$ cat config.mk
export PLATFORM = sky130hd
export DESIGN_NAME = buf_addr_gen
export DESIGN_NICKNAME = d
export VERILOG_FILES = /design/src/rtl/bag_pkg.sv /design/src/rtl/bag_ctrl.sv /design/src/rtl/bag_datapath.sv /design/src/rtl/buf_addr_gen.sv
export SDC_FILE = /design/constraint.sdc
export NUM_CORES = 2
export LEC_CHECK = 0
export CAP_MARGIN = 0
export CORE_MARGIN = 5
export CORE_UTILIZATION = 51
export CTS_BUF_LIST = sky130_fd_sc_hd__clkbuf_16
export DETAILED_ROUTE_END_ITERATION = 16
export DONT_BUFFER_PORTS = 1
export PLACE_DENSITY = 0.72
export SLEW_MARGIN = 20
export SYNTH_ARGS = -nofsm -noshare
export SYNTH_HDL_FRONTEND = slang
export SYNTH_SLANG_ARGS = --single-unit
$ cat constraint.sdc
create_clock -name clk -period 17 [get_ports clk]
set_clock_uncertainty 0.05 [all_clocks]
set_input_delay 1.7 -clock clk [delete_from_list [all_inputs] [get_ports clk]]
set_output_delay 1.7 -clock clk [all_outputs]
set_load 0.02 [all_outputs]
$ cat src/rtl/bag_pkg.sv
package bag_pkg;

  typedef enum logic {
    CTRL_IDLE = 1'b0,
    CTRL_RUN  = 1'b1
  } ctrlState_t;

  // Strobes from the lane sequencer to the datapath
  typedef struct packed {
    logic load;   // capture job inputs this edge
    logic step;   // a lane is being processed this cycle
    logic last;   // the lane being processed is the final one
  } laneStrobe_t;

  // Tile index stride = 8 << code
  function automatic logic [2:0] idxShiftOf(input logic [1:0] code);
    return 3'(code) + 3'd3;
  endfunction

  // Element size = 2 << code
  function automatic logic [2:0] elemShiftOf(input logic [1:0] code);
    return 3'(code) + 3'd1;
  endfunction

endpackage

$ cat src/rtl/bag_ctrl.sv
module bag_ctrl
  import bag_pkg::*;
#(
  parameter int LANES = 64,
  localparam int LANE_W = $clog2(LANES)
) (
  input  logic              clk,
  input  logic              rstN,
  input  logic              start,
  output logic              busy,
  output logic [LANE_W-1:0] laneSel,
  output laneStrobe_t       strobe
);

  localparam logic [LANE_W-1:0] LAST_LANE = LANE_W'(LANES - 1);

  ctrlState_t        state;
  logic [LANE_W-1:0] laneCnt;

  assign busy    = (state == CTRL_RUN);
  assign laneSel = laneCnt;

  always_comb begin
    strobe.load = start && (state == CTRL_IDLE);
    strobe.step = (state == CTRL_RUN);
    strobe.last = (state == CTRL_RUN) && (laneCnt == LAST_LANE);
  end

  always_ff @(posedge clk) begin
    if (!rstN) begin
      state   <= CTRL_IDLE;
      laneCnt <= '0;
    end else begin
      unique case (state)
        CTRL_IDLE: begin
          laneCnt <= '0;
          if (start) state <= CTRL_RUN;
        end
        CTRL_RUN: begin
          if (laneCnt == LAST_LANE) begin
            state   <= CTRL_IDLE;
            laneCnt <= '0;
          end else begin
            laneCnt <= laneCnt + 1'b1;
          end
        end
        default: state <= CTRL_IDLE;
      endcase
    end
  end

  // lanes advance by one per busy cycle
  p_lane_step_r2: assert property (@(posedge clk) disable iff (!rstN)
    (strobe.step && !strobe.last) |=> (laneSel == LANE_W'($past(laneSel) + 1'b1)));

  // a start seen mid-walk does not end or restart the job
  p_start_ignored_r2: assert property (@(posedge clk) disable iff (!rstN)
    (busy && start && !strobe.last) |=> (busy && laneSel != '0));

  // the walk ends after the final lane
  p_walk_ends_r2: assert property (@(posedge clk) disable iff (!rstN)
    strobe.last |=> !busy);

endmodule

$ cat src/rtl/bag_datapath.sv
module bag_datapath
  import bag_pkg::*;
#(
  parameter int LANES    = 64,
  parameter int ADDR_W   = 48,
  parameter int VAL_W    = 32,
  parameter int STRIDE_W = 14,
  parameter int REC_W    = 32,
  parameter int SOFF_W   = 32,
  parameter int IMM_W    = 12,
  localparam int LANE_W  = $clog2(LANES)
) (
  input  logic                clk,
  input  logic                rstN,
  input  laneStrobe_t         strobe,
  input  logic [LANE_W-1:0]   laneSel,
  input  logic [LANES-1:0]    execMask,
  input  logic [ADDR_W-1:0]   baseAddr,
  input  logic [STRIDE_W-1:0] stride,
  input  logic [REC_W-1:0]    numRecords,
  input  logic                tileEn,
  input  logic [1:0]          idxStrideSel,
  input  logic [1:0]          elemSizeSel,
  input  logic                addLaneId,
  input  logic [SOFF_W-1:0]   scalarOff,
  input  logic [IMM_W-1:0]    immOff,
  input  logic [VAL_W-1:0]    laneIdx,
  input  logic [VAL_W-1:0]    laneOff,
  output logic                outValid,
  output logic [LANE_W-1:0]   outLane,
  output logic [ADDR_W-1:0]   outAddr,
  output logic                outOob,
  output logic                done,
  output logic [LANES-1:0]    oobMask,
  output logic [LANES-1:0]    accessMask
);

  // Captured job state
  logic [ADDR_W-1:0]   baseReg;
  logic [STRIDE_W-1:0] strideReg;
  logic [ADDR_W-1:0]   limitReg;
  logic                tileReg;
  logic [2:0]          idxShReg;
  logic [2:0]          elemShReg;
  logic                laneIdReg;
  logic [SOFF_W-1:0]   soffReg;
  logic [IMM_W-1:0]    immReg;
  logic [LANES-1:0]    execReg;

  // Per-lane arithmetic
  logic [ADDR_W-1:0] strideExt;
  logic [ADDR_W-1:0] idxFull;
  logic [ADDR_W-1:0] offFull;
  logic [ADDR_W-1:0] idxHi, idxLo, offHi, offLo;
  logic [ADDR_W-1:0] linearOff, tiledOff, bufOff;
  logic [ADDR_W-1:0] laneAddr;
  logic              laneActive;
  logic              laneOob;
  logic [LANES-1:0]  oobNext;
  logic [ADDR_W-1:0] loadLimit;

  // Range limit from the incoming descriptor
  always_comb begin
    if (stride == '0) loadLimit = ADDR_W'(numRecords);
    else              loadLimit = ADDR_W'(numRecords) * ADDR_W'(stride);
  end

  always_comb begin
    strideExt = ADDR_W'(strideReg);
    idxFull   = ADDR_W'(laneIdx) + (laneIdReg ? ADDR_W'(laneSel) : '0);
    offFull   = ADDR_W'(laneOff) + ADDR_W'(immReg);

    idxHi = idxFull >> idxShReg;
    idxLo = idxFull & ((ADDR_W'(1) << idxShReg) - ADDR_W'(1));
    offHi = offFull >> elemShReg;
    offLo = offFull & ((ADDR_W'(1) << elemShReg) - ADDR_W'(1));

    linearOff = offFull + strideExt * idxFull;
    tiledOff  = ((idxHi * strideExt + (offHi << elemShReg)) << idxShReg)
              + (idxLo << elemShReg) + offLo;

    bufOff     = tileReg ? tiledOff : linearOff;
    laneAddr   = baseReg + ADDR_W'(soffReg) + bufOff;
    laneActive = execReg[laneSel];
    laneOob    = (bufOff >= limitReg);
  end

  always_comb begin
    oobNext = oobMask;
    if (strobe.step && laneActive && laneOob) oobNext[laneSel] = 1'b1;
  end

  always_ff @(posedge clk) begin
    if (!rstN) begin
      baseReg    <= '0;
      strideReg  <= '0;
      limitReg   <= '0;
      tileReg    <= 1'b0;
      idxShReg   <= 3'd3;
      elemShReg  <= 3'd1;
      laneIdReg  <= 1'b0;
      soffReg    <= '0;
      immReg     <= '0;
      execReg    <= '0;
      outValid   <= 1'b0;
      outLane    <= '0;
      outAddr    <= '0;
      outOob     <= 1'b0;
      done       <= 1'b0;
      oobMask    <= '0;
      accessMask <= '0;
    end else begin
      outValid <= 1'b0;
      outOob   <= 1'b0;
      done     <= 1'b0;
      if (strobe.load) begin
        baseReg    <= baseAddr;
        strideReg  <= stride;
        limitReg   <= loadLimit;
        tileReg    <= tileEn;
        idxShReg   <= idxShiftOf(idxStrideSel);
        elemShReg  <= elemShiftOf(elemSizeSel);
        laneIdReg  <= addLaneId;
        soffReg    <= scalarOff;
        immReg     <= immOff;
        execReg    <= execMask;
        oobMask    <= '0;
        accessMask <= '0;
      end
      if (strobe.step) begin
        outValid <= laneActive;
        outLane  <= laneSel;
        outAddr  <= laneAddr;
        outOob   <= laneActive && laneOob;
        oobMask  <= oobNext;
      end
      if (strobe.last) begin
        done       <= 1'b1;
        accessMask <= execReg & ~oobNext;
      end
    end
  end

  // results are produced only for active lanes
  p_valid_active_r3: assert property (@(posedge clk) disable iff (!rstN)
    outValid |-> execReg[outLane]);

  // a flagged result is recorded in the running mask
  p_oob_recorded_r7: assert property (@(posedge clk) disable iff (!rstN)
    (outValid && outOob) |-> oobMask[outLane]);

  // inactive lanes never appear in the out-of-range mask
  p_inactive_clean_r9: assert property (@(posedge clk) disable iff (!rstN)
    (oobMask & ~execReg) == '0);

  // completion is a single-cycle pulse
  p_done_single_r8: assert property (@(posedge clk) disable iff (!rstN)
    done |=> !done);

  // the access mask and out-of-range mask partition the captured mask
  p_access_split_r8: assert property (@(posedge clk) disable iff (!rstN)
    done |-> (((accessMask | oobMask) == execReg) && ((accessMask & oobMask) == '0)));

endmodule

$ cat src/rtl/buf_addr_gen.sv
module buf_addr_gen
  import bag_pkg::*;
#(
  parameter int LANES    = 64,
  parameter int ADDR_W   = 48,
  parameter int VAL_W    = 32,
  parameter int STRIDE_W = 14,
  parameter int REC_W    = 32,
  parameter int SOFF_W   = 32,
  parameter int IMM_W    = 12,
  localparam int LANE_W  = $clog2(LANES)
) (
  input  logic                clk,
  input  logic                rstN,
  input  logic                start,
  input  logic [LANES-1:0]    execMask,
  input  logic [ADDR_W-1:0]   baseAddr,
  input  logic [STRIDE_W-1:0] stride,
  input  logic [REC_W-1:0]    numRecords,
  input  logic                tileEn,
  input  logic [1:0]          idxStrideSel,
  input  logic [1:0]          elemSizeSel,
  input  logic                addLaneId,
  input  logic [SOFF_W-1:0]   scalarOff,
  input  logic [IMM_W-1:0]    immOff,
  output logic                busy,
  output logic [LANE_W-1:0]   laneSel,
  input  logic [VAL_W-1:0]    laneIdx,
  input  logic [VAL_W-1:0]    laneOff,
  output logic                outValid,
  output logic [LANE_W-1:0]   outLane,
  output logic [ADDR_W-1:0]   outAddr,
  output logic                outOob,
  output logic                done,
  output logic [LANES-1:0]    oobMask,
  output logic [LANES-1:0]    accessMask
);

  laneStrobe_t strobe;

  bag_ctrl #(.LANES(LANES)) i_ctrl (
    .clk     (clk),
    .rstN    (rstN),
    .start   (start),
    .busy    (busy),
    .laneSel (laneSel),
    .strobe  (strobe)
  );

  bag_datapath #(
    .LANES    (LANES),
    .ADDR_W   (ADDR_W),
    .VAL_W    (VAL_W),
    .STRIDE_W (STRIDE_W),
    .REC_W    (REC_W),
    .SOFF_W   (SOFF_W),
    .IMM_W    (IMM_W)
  ) i_datapath (
    .clk          (clk),
    .rstN         (rstN),
    .strobe       (strobe),
    .laneSel      (laneSel),
    .execMask     (execMask),
    .baseAddr     (baseAddr),
    .stride       (stride),
    .numRecords   (numRecords),
    .tileEn       (tileEn),
    .idxStrideSel (idxStrideSel),
    .elemSizeSel  (elemSizeSel),
    .addLaneId    (addLaneId),
    .scalarOff    (scalarOff),
    .immOff       (immOff),
    .laneIdx      (laneIdx),
    .laneOff      (laneOff),
    .outValid     (outValid),
    .outLane      (outLane),
    .outAddr      (outAddr),
    .outOob       (outOob),
    .done         (done),
    .oobMask      (oobMask),
    .accessMask   (accessMask)
  );

endmodule

==> impl_metrics.yaml <==
worst_setup_path:
  critical_path_class: "in -> reg"
  worstSetupStartpointType: "input pin"
  worstPathRequired_ns: 17.47
  critical_path.endpoint_type: "register"
  worstPathMaxFanout: 6
  cp_top_family: "compound AO/OA/AOI/OAI gates"
  arrival_ns: 16.77
  max_stage_delay_ns: 0.55
  path_buf_inv: 7
  slowest_stage: "fa_1"
synthesis:
  synth_top_cell_by_area: "fa_1"
  yosysUniqueCellTypes: 93
  yosysSeqAreaShare: 0.114
  synthFlopType: "dfxtp_1"
  yosysWarnings: 0
  synth_edf_count: 0
  async_flop_share: 0
  syn-cell-area_um2: 72900
  synth.area.top_cells: "fa_1, dfxtp_1, ha_1"
  avgSynthCellArea_um2: 8.36
  ys_ff_latch: 416
  synth_cells: 8714
  yosysTopAreaCellShare: 0.340
timing:
  fin_ws_ns: 0.694
  whs_ns: 0.402
  fmax_mhz: 61.3
  finalSetupViolCount: 0
  slew_violations: 0
  slew_headroom: 0.216
  hold_viol_final: 0
  worst_slew_pin_slew_ns: 1.16
  period_share: 0.959
  min_period_ns: 16.31
final_layout:
  fillerInstances: 13100
  area_delta_synth_final_pct: 5.47
  layout.nets: 10500
  drive_above_1_share: 0.0504
  post-route-cell-area_um2: 76900
clocking:
  path_clk_slew_ns: 0.07
  clk_path_buf_depth: 3
  cts_tree: "yes"
  insertion_delay_ns: 0.63
  cts.sinks: 416
  cts-root-buf: "clkbuf_16"
  numCtsBuffers: 44
  cts_hold_buf: 0
  h-tree-depth: 2
detailed_routing:
  wl_per_cell_um: 22.7
  drt_iter0_markers: 5477
  first_pass_iters: 6
  drc: 0
  routed_wl_mm: 238
  vias_per_cell: 5.86
  ant_nets: 0
  vias: 61300
global_routing:
  grt.total_usage: 0.312
  grt_pass1_wl_mm: 369
  grt-ovfl-total: 0
  antenna_found_initial: 12
  grt_max_degree: 152
  grt_pass1_vias: 63400
floorplanning:
  start_util: 0.514
  io_pins: 467
  die_area_um2: 151000
  rows: 138
  die_x_um: 388
  core_area_um2: 142000
  die_h_um: 388
placement:
  place_ws_ns: -0.0110
  numPortBuffers: 0
  post_dp_cell_area_um2: 75200
  dpl.hpwl_mm: 191
  gp_congestion: 1.02
power:
  ir_drop_mv: 0.265
  p_leak_nw: 36.0
  p_per_area_nw_per_um2: 224
run_status:
  outcome: "completed"
min_path:
  hold_class: "reg -> reg"
flow_run:
  maxCapViolations: 0
==> routing by layer <==
metal	part of all wire	track usage	vias up
met5	0.00033	0	-
met1	0.39	0.401	30700
met3	0.099	0.0786	658
met2	0.46	0.499	2957
li1	-	-	27000
met4	0.052	0.139	10
==> final timing paths <==
path	start	endpoint	slack, ns	cells after the start
worst max-delay path	laneOff[0]	i_datapath.outAddr[47]	0.69	67
worst min-delay path	i_datapath.baseReg[5]	i_datapath.baseReg[5]	0.40	2
worst min register to register	i_datapath.baseReg[5]	i_datapath.baseReg[5]	0.40	2
worst max register to register	i_datapath.laneIdReg	i_datapath.oobMask[17]	1.13	74
==> stage by stage <==
stage / std cells / utilization / total power, mW / TNS, ns
after global placement: 10400 / 0.531 / 15.6 / 0
final: 10500 / 0.542 / 17.2 / 0
after floorplan: 8729 / - / 11.4 / 0
after detailed placement: 10400 / 0.531 / 15.8 / -0.0642
after global routing: 10500 / 0.542 / 18.8 / -2.43
after CTS: 10400 / 0.541 / 16.9 / 0
==> logic make-up after synthesis <==
logic type,Yosys count,synth area share
AOI/OAI and AO/OA,1275,0.118
xor gates and xnor gates,260,0.0312
adders and majority gates,1753,0.429
buffers and inverters,1960,0.102
DFF,416,0.114
muxes,166,0.0257
other,2,0.000103
and+or+nand+nor,2882,0.181
==> layout by cell type (no fill, tap or decap), types with 22 or more instances in the layout <==
cell,count
nand4_1,46
ha_1,514
nor2_1,433
o21a_1,39
a21oi_1,428
o211ai_1,24
a32o_1,121
nor2b_1,53
mux2_2,41
mux2i_1,108
and2_1,531
inv_1,1493
and3_1,40
clkbuf_16,45
nor3_1,54
xor2_1,80
a211oi_1,64
fa_1,1239
a22oi_1,22
nand3_1,90
a31oi_1,31
a21o_1,132
o21ai_0,173
nand2b_1,57
xnor2_1,165
dfxtp_1,397
o21bai_1,32
buf_4,211
nand2_1,1482
==> worst reg2reg max path: cells and delay by family (launching register included) <==
kind	cells	cell delay (ns)
compound gates	34	5.91
xor+xnor	3	0.80
flops	1	0.45
simple gates	15	2.37
buf+inv	8	0.99
fa+ha+maj	12	4.87
mux	2	0.35
==> power by group <==
part	switching, mW	total, mW	internal [mW]	leakage (nW)
clock network	0.461	0.986	0.525	0.732
logic	9.14	15.0	5.90	31.8
registers	0.116	1.18	1.07	3.40
total	9.72	17.2	7.49	36.0
==> cell type report <==
| cell class | instances | area (um^2) | area share |
|---|---|---|---|
| Multi-Input combinational cell | 6353 | 57400 | 0.747 |
| Clock inverter | 36 | 334 | 0.00435 |
| Timing Repair Buffer | 214 | 1640 | 0.0214 |
| Clock buffer | 45 | 1130 | 0.0146 |
| Antenna cell | 9 | 22.5 | 0.000293 |
| Sequential cell | 416 | 8360 | 0.109 |
| Inverter | 1492 | 5610 | 0.0729 |
| Tap cell | 1890 | 2360 | 0.0308 |
==> flip-flops by register name, summed over array words and instances (netlist names) <==
name,count
i_ctrl.busy,1
i_ctrl.laneSel,6
i_datapath.accessMask,64
i_datapath.baseReg,48
i_datapath.done,1
i_datapath.elemShReg,3
i_datapath.execReg,64
i_datapath.idxShReg,3
i_datapath.immReg,12
i_datapath.laneIdReg,1
i_datapath.limitReg,46
i_datapath.oobMask,64
i_datapath.outAddr,48
i_datapath.outLane,6
i_datapath.outOob,1
i_datapath.outValid,1
i_datapath.soffReg,32
i_datapath.strideReg,14
i_datapath.tileReg,1
==> repair_timing <==
item                       in CTS  in global routing
setup endpoints to repair       0                 83
buffers inserted                0                  1
gates resized for setup         0                 35
==> Yosys cell counts (8+ instances only) <==
library cell	number
and3_1	41
mux2_2	41
a21boi_0	8
o21a_1	39
a221oi_1	11
a21oi_1	432
o22ai_1	16
a22oi_1	22
nor2_1	437
mux2i_1	110
nor3_1	56
buf_1	31
nor4_1	12
or2_2	11
mux4_2	12
fa_1	1239
nand2b_1	58
and4_1	9
o21ai_1	11
inv_1	1486
a22o_1	12
ha_1	514
nand4_1	46
a32o_1	121
clkbuf_1	426
o31ai_1	16
dfxtp_1	416
nand3_1	91
nor2b_1	54
a31oi_1	32
xnor2_1	178
a311oi_1	18
o211ai_1	24
o21ai_0	181
a211oi_1	64
a21o_1	132
o2111ai_1	11
or3_1	20
nand2_1	1483
o21bai_1	32
xor2_1	82
and2_1	531
(Power assumes the default switching activity.)
